$ cat src/rtl/hbad_pkg.sv
package hbad_pkg;
  typedef enum logic { STYLE_SPLIT = 1'b0, STYLE_DIRSTB = 1'b1 } style_e;
  typedef enum logic { BUS_MUX = 1'b0, BUS_SEP = 1'b1 } bus_mode_e;
endpackage

$ cat src/rtl/hbad_sync.sv
module hbad_sync #(
  parameter int W = 8,
  parameter int STAGES = 2,
  parameter logic [W-1:0] INIT = '0
) (
  input  logic         clk,
  input  logic         rst,
  input  logic [W-1:0] d,
  output logic [W-1:0] q
);
  logic [STAGES-1:0][W-1:0] chain;

  always_ff @(posedge clk) begin
    if (rst) begin
      for (int i = 0; i < STAGES; i++) chain[i] <= INIT;
    end else begin
      chain[0] <= d;
      for (int i = 1; i < STAGES; i++) chain[i] <= chain[i-1];
    end
  end

  assign q = chain[STAGES-1];
endmodule

$ cat src/rtl/hbad_detect.sv
module hbad_detect
  import hbad_pkg::*;
(
  input  logic      clk,
  input  logic      rst,
  input  logic      cs_n,
  input  logic      ctl_a_n,
  input  logic      ctl_b,
  input  logic      a0,
  output style_e    style,
  output bus_mode_e mode,
  output logic      locked
);
  logic style_done;
  logic odd_wr_seen;
  logic b_prev;
  logic wr_phase;
  logic rd_final;

  // pin B low marks a write in either style
  assign wr_phase = !ctl_b;
  // a read looks the same in both styles
  assign rd_final = !cs_n && !ctl_a_n && ctl_b;

  always_ff @(posedge clk) begin
    if (rst) begin
      style       <= STYLE_SPLIT;
      mode        <= BUS_MUX;
      locked      <= 1'b0;
      style_done  <= 1'b0;
      odd_wr_seen <= 1'b0;
      b_prev      <= 1'b1;
    end else begin
      b_prev <= ctl_b;
      if (!locked) begin
        if (!style_done) begin
          if (wr_phase && !ctl_a_n) begin
            style      <= STYLE_DIRSTB;
            style_done <= 1'b1;
          end else if (!b_prev && ctl_b) begin
            style      <= STYLE_SPLIT;
            style_done <= 1'b1;
          end
        end
        if (wr_phase && a0) odd_wr_seen <= 1'b1;
        if (rd_final) begin
          locked     <= 1'b1;
          style_done <= 1'b1;
          mode       <= (odd_wr_seen && a0) ? BUS_SEP : BUS_MUX;
        end
      end
    end
  end
endmodule

$ cat src/rtl/hbad_strobe.sv
module hbad_strobe
  import hbad_pkg::*;
#(
  parameter int ADDR_W = 4,
  parameter int DATA_W = 8
) (
  input  logic              clk,
  input  logic              rst,
  input  logic              cs_n,
  input  logic              ctl_a_n,
  input  logic              ctl_b,
  input  logic              ale,
  input  logic [ADDR_W-1:0] addr_pins,
  input  logic [DATA_W-1:0] data_pins,
  input  style_e            style,
  input  bus_mode_e         mode,
  output logic              rd_stb,
  output logic              wr_stb,
  output logic [ADDR_W-1:0] addr_q,
  output logic [DATA_W-1:0] wdata_q
);
  logic              rd_act, wr_act, rd_act_q, wr_act_q, ale_q;
  logic [ADDR_W-1:0] mux_addr, cur_addr, wr_addr;
  logic [DATA_W-1:0] wr_data;

  always_comb begin
    cur_addr = (mode == BUS_SEP) ? addr_pins : mux_addr;
    rd_act   = !cs_n && !ctl_a_n && ctl_b;
    if (style == STYLE_SPLIT) wr_act = !cs_n && !ctl_b;
    else                      wr_act = !cs_n && !ctl_a_n && !ctl_b;
  end

  always_ff @(posedge clk) begin
    if (rst) begin
      rd_act_q <= 1'b0;
      wr_act_q <= 1'b0;
      ale_q    <= 1'b0;
      rd_stb   <= 1'b0;
      wr_stb   <= 1'b0;
      mux_addr <= '0;
      wr_addr  <= '0;
      wr_data  <= '0;
      addr_q   <= '0;
      wdata_q  <= '0;
    end else begin
      rd_act_q <= rd_act;
      wr_act_q <= wr_act;
      ale_q    <= ale;
      rd_stb   <= rd_act && !rd_act_q;
      wr_stb   <= wr_act_q && !wr_act;
      if (ale_q && !ale) mux_addr <= data_pins[ADDR_W-1:0];
      if (wr_act && !wr_act_q) wr_addr <= cur_addr;
      if (wr_act) wr_data <= data_pins;
      if (rd_act && !rd_act_q) begin
        addr_q <= cur_addr;
      end else if (wr_act_q && !wr_act) begin
        addr_q  <= wr_addr;
        wdata_q <= wr_data;
      end
    end
  end
endmodule

$ cat src/rtl/hbus_autodetect.sv
module hbus_autodetect
  import hbad_pkg::*;
#(
  parameter int ADDR_W = 4,
  parameter int DATA_W = 8,
  parameter int SYNC_STAGES = 2
) (
  input  logic              clk,
  input  logic              rst,
  input  logic              host_cs_n,
  input  logic              host_ctl_a_n,
  input  logic              host_ctl_b,
  input  logic [ADDR_W-1:0] host_addr,
  input  logic              host_ale,
  input  logic [DATA_W-1:0] host_data,
  output logic              reg_rd_stb,
  output logic              reg_wr_stb,
  output logic [ADDR_W-1:0] reg_addr,
  output logic [DATA_W-1:0] reg_wdata,
  output logic              cfg_style,
  output logic              cfg_bus_sep,
  output logic              cfg_locked
);
  localparam int SW = 4 + ADDR_W + DATA_W;
  localparam logic [SW-1:0] IDLE = {{(SW-3){1'b0}}, 3'b111};

  logic [SW-1:0] raw, synced, delayed;
  style_e        style;
  bus_mode_e     mode;

  assign raw = {host_ale, host_data, host_addr, host_ctl_b, host_ctl_a_n, host_cs_n};

  hbad_sync #(.W(SW), .STAGES(SYNC_STAGES), .INIT(IDLE)) sync_i (
    .clk(clk), .rst(rst), .d(raw), .q(synced)
  );

  // one extra stage so the strobe logic sees a configuration change in step
  always_ff @(posedge clk) begin
    if (rst) delayed <= IDLE;
    else     delayed <= synced;
  end

  hbad_detect detect_i (
    .clk(clk), .rst(rst),
    .cs_n(synced[0]), .ctl_a_n(synced[1]), .ctl_b(synced[2]), .a0(synced[3]),
    .style(style), .mode(mode), .locked(cfg_locked)
  );

  hbad_strobe #(.ADDR_W(ADDR_W), .DATA_W(DATA_W)) strobe_i (
    .clk(clk), .rst(rst),
    .cs_n(delayed[0]), .ctl_a_n(delayed[1]), .ctl_b(delayed[2]),
    .ale(delayed[SW-1]),
    .addr_pins(delayed[3 +: ADDR_W]),
    .data_pins(delayed[3+ADDR_W +: DATA_W]),
    .style(style), .mode(mode),
    .rd_stb(reg_rd_stb), .wr_stb(reg_wr_stb),
    .addr_q(reg_addr), .wdata_q(reg_wdata)
  );

  assign cfg_style   = (style == STYLE_DIRSTB);
  assign cfg_bus_sep = (mode == BUS_SEP);
endmodule

$ cat config.mk
export PLATFORM = sky130hd
export DESIGN_NAME = hbus_autodetect
export DESIGN_NICKNAME = d
export VERILOG_FILES = /design/src/rtl/hbad_pkg.sv /design/src/rtl/hbad_sync.sv /design/src/rtl/hbad_detect.sv /design/src/rtl/hbad_strobe.sv /design/src/rtl/hbus_autodetect.sv
export SDC_FILE = /design/constraint.sdc
export NUM_CORES = 1
export LEC_CHECK = 0
export ABC_AREA = 1
export BUFFER_PORTS_ARGS = -buffer_cell sky130_fd_sc_hd__buf_2
export CAP_MARGIN = 5
export CORE_MARGIN = 5
export CORE_UTILIZATION = 59
export CTS_BUF_LIST = sky130_fd_sc_hd__clkbuf_2 sky130_fd_sc_hd__clkbuf_4 sky130_fd_sc_hd__clkbuf_8
export DETAILED_ROUTE_END_ITERATION = 8
export PLACE_DENSITY_LB_ADDON = 0.05
export SETUP_SLACK_MARGIN = 0.5
export SLEW_MARGIN = 0
export SYNTH_ARGS = -nofsm -noshare
export SYNTH_HDL_FRONTEND = slang
export SYNTH_SLANG_ARGS = --single-unit
$ cat constraint.sdc
create_clock -name clk -period 1.3 [get_ports clk]
set_input_delay 0.13 -clock clk [delete_from_list [all_inputs] [get_ports clk]]
set_output_delay 0.13 -clock clk [all_outputs]
set_load 0.03 [all_outputs]
==> key figures <==
Synth
  • Syn_area_per_cell: 8.37 um2
  • Register area share after synthesis: approximately three fifths
  • Syn_nets: 353
  • Synth cell types: 22
  • Yosys reg bits: 86
  • Mapped Cells: between 300 and 400
  • Cell Area, Synth: 0.00281 mm2
  • Yosys warns: 0

Place
  • GPL Wtd Cong: 0.789
  • DP Worst Slack: 0.0963 ns
  • PortBufs: 34
  • Inst Count DP: 418
  • Placed cell areas: 0.00306 mm2
  • Post-DP HPWL: 2990 um

Drt
  • Routed WL: 5510 um
  • WL/cell: 11.8 um
  • Drt drc: 0
  • Via density: 4.72
  • Drt initial violations: 96
  • Post-route ant nets: 0
  • DRT Pass-1 Iters: 5
  • Via count: 2198

Clock tree
  • Clock buffer depth: 2
  • Root buf cell: clkbuf_8
  • Cts bufs inserted: 9
  • Clk sinks: 86
  • H-tree Lvls: 3
  • CTS tree: yes
  • Clock Latency Late Sink: around 0.35 ns
  • Clk slew on worst S/H paths: ~0.080 ns

Floorplan
  • Ports: 35
  • Core Box Area: 0.00466 mm2
  • Rows: 25
  • Die area: 0.00623 mm2
  • Chip width: 79.0 um
  • Die Y: roughly 79 um
  • Starting Density: 60.2%

Critical path
  • CP peak stage delay: about 0.37 ns
  • Crit. path cell count: 8
  • Startpoint Class: flop
  • Reg2reg path depth: 8
  • Worst Path Arrival: 1.51 ns
  • Crit Path Max Fanout: 5
  • Crit-path cells: nor2_4 -> nand2_4 -> buf_4 -> nand2_4 -> nand3_1 -> nand2_1 -> nor2_1 -> nor2_1
  • WP buf/inv: 1
  • CP Data Required Time: 1.57 ns
  • Critical R2R Capture: strobe_i.addr_q[1]$_SDFFE_PP0P_
  • Top Family by Delay on Critical Path: simple AND/OR/NAND/NOR gates
  • R2r startpoint: delayed[0]$_SDFF_PP1_
  • Slowest CP cell: dfxtp_4
  • Worst setup startpoint: delayed[0]$_SDFF_PP1_
  • R2R setup slack: 0.06 ns
  • Worst setup EP type: flop
  • Crit Path Category: flop to flop
  • Timing endpoint of the critical path: strobe_i.addr_q[1]$_SDFFE_PP0P_

STA
  • Final Hold Fails: 0
  • Fin. max-slew vios: 0
  • Unrepaired setup endpoints after global routing: yes
  • Final setup margin: 0.0581 ns
  • Tightest Pin Transition: 0.373 ns
  • Max transition margin: 74.9%
  • Setup tns final: 0 ns
  • Min Hold Slack: 0.158 ns
  • Final setup fails: 0
  • Final Cycle Share: 95.5%
  • Clock skew: 0.00822 ns
  • Post-route minimum period: roughly 1.2 ns
  • Max Clk Rate: 0.805 GHz

Power
  • PwrDens: 1350 mW/mm2
  • Leakage: 1.71 nW
  • Max VDD drop: 1.24 mV

Cells and area
  • Area grow syn2layout: 39.6%
  • Most common cell after layout, fill and taps aside: nor2_1
  • Fillers: between 200 and 300
  • Fin area: about 0.0039 mm2
  • Final Instance Count excl. Fillers: 466
  • Layout Nets: about 430
  • Most frequent cells in the layout: nor2_1, dfxtp_1, inv_1, buf_6, nand2_1
  • Ratio of cells with drive above 1 in the final layout: between 30% and 40%
  • Diode count: 0

GRT
  • Antenna violations before repair: 0
  • GRT overflow: 0
  • Grt peak-use layer: met2
  • Largest net degree at the start of global routing: 33
  • Met3 GRT Util: 3.97%
  • First-pass GRT wire length: a little under 9000 um
  • Met2 usage: a little under a third
  • Vias in the first global route: roughly 2000
  • M1 GR Usage: 20.5%
  • Global Route Usage Sum: between 10% and 20%

Run
  • Max-Cap Viols: 0

Status
  • Status: finished, final reports clean

Min path
  • Hold crit path type: input pin to flop
## routing by layer
metal  vias up  routed length, um  share of wire [%]
li1       1149                  -                  -
met1       970               2160                 39
met2        62               2850                 52
met3        17                348                6.3
met4         0                148                2.7
met5         -                  0                  0
## sequential cells by signal (all words and copies together) (netlist names), 4 cells and up
signal,flops
strobe_i.mux_addr,4
strobe_i.wdata_q,8
strobe_i.wr_addr,4
sync_i.chain,16
sync_i.q,16
strobe_i.wr_data,8
strobe_i.addr_q,4
delayed,16
## cell usage after synthesis
cell / count / area share (%)
buf_2: 2 / 0.36
nor2_1: 87 / 12
or2_2: 6 / 1.3
inv_1: 60 / 8.0
a21oi_1: 10 / 1.8
inv_2: 1 / 0.13
nand2_1: 23 / 3.1
clkbuf_1: 8 / 1.1
nand3_2: 1 / 0.36
o21ai_0: 23 / 4.1
nand2_2: 2 / 0.45
nand3_1: 6 / 1.1
dfxtp_1: 86 / 61
buf_6: 2 / 0.80
nand2_4: 1 / 0.40
o21ai_2: 1 / 0.31
o21ai_1: 7 / 1.2
nand4_1: 3 / 0.67
o31ai_1: 1 / 0.27
and2_1: 1 / 0.22
nand3_4: 1 / 0.62
nor2_2: 3 / 0.67
## how the worst min path moves through the flow
stage          cells past startpoint          from                    endpoint
6_report                           3     host_cs_n  sync_i.chain[0]$_SDFF_PP1_
5_1_grt                            3     host_cs_n  sync_i.chain[0]$_SDFF_PP1_
4_1_cts                            3           rst     sync_i.q[10]$_SDFF_PP0_
3_5_place_dp                       2  host_ctl_a_n  sync_i.chain[1]$_SDFF_PP1_
3_3_place_gp                       2    host_ctl_b  sync_i.chain[2]$_SDFF_PP1_
2_1_floorplan                      1     host_cs_n  sync_i.chain[0]$_SDFF_PP1_
## layout make-up
class	count	area, um2	area share (%)
clock inverter	5	104	2.65
timing repair buffer	73	647	16.5
inverter	61	243	6.20
tap	54	67.6	1.73
multi-input combinational	176	942	24.1
clock buffer	11	151	3.87
sequential	86	1760	45.0
## worst reg2reg max path, stage by stage (launching register included)
cell and delay, ns:
dfxtp_4 0.37, nor2_4 0.13, nand2_4 0.08, buf_4 0.15
nand2_4 0.08, nand3_1 0.10, nand2_1 0.09, nor2_1 0.04
nor2_1 0.12
## power by group
part           total (mW)  internal, mW  switching (mW)  leakage [nW]
sequential           2.72          2.69          0.0279         0.710
clock                2.30          1.38           0.922         0.126
combinational       0.251         0.124           0.127         0.870
## repair_timing
| action | CTS | global route |
|---|---|---|
| resized for setup | 89 | 36 |
| hold endpoints to repair | 16 | 0 |
| endpoints found under the setup margin | 50 | 54 |
| cloned | 1 | 0 |
| pin swaps | 11 | 11 |
| buffers inserted | 10 | 5 |
| hold buffers | 16 | 0 |
## kinds of logic (layout without fill, tap and decap cells)
group | after synthesis | after routing | share of synthesized area, %
buffers and inverters | 73 | 150 | 10.4
and+or+nand+nor | 134 | 134 | 20.5
AOI/OAI and AO/OA | 42 | 42 | 7.72
DFF | 86 | 86 | 61.4
## metrics by stage
stage | utilization [%] | total power [mW]
after global routing | 84.0 | 5.45
after global placement | 65.7 | 2.95
after detailed placement | 65.7 | 2.96
final | 84.0 | 5.27
after CTS | 81.0 | 5.27
after floorplan | - | 2.90
(Power assumes the default switching activity.)
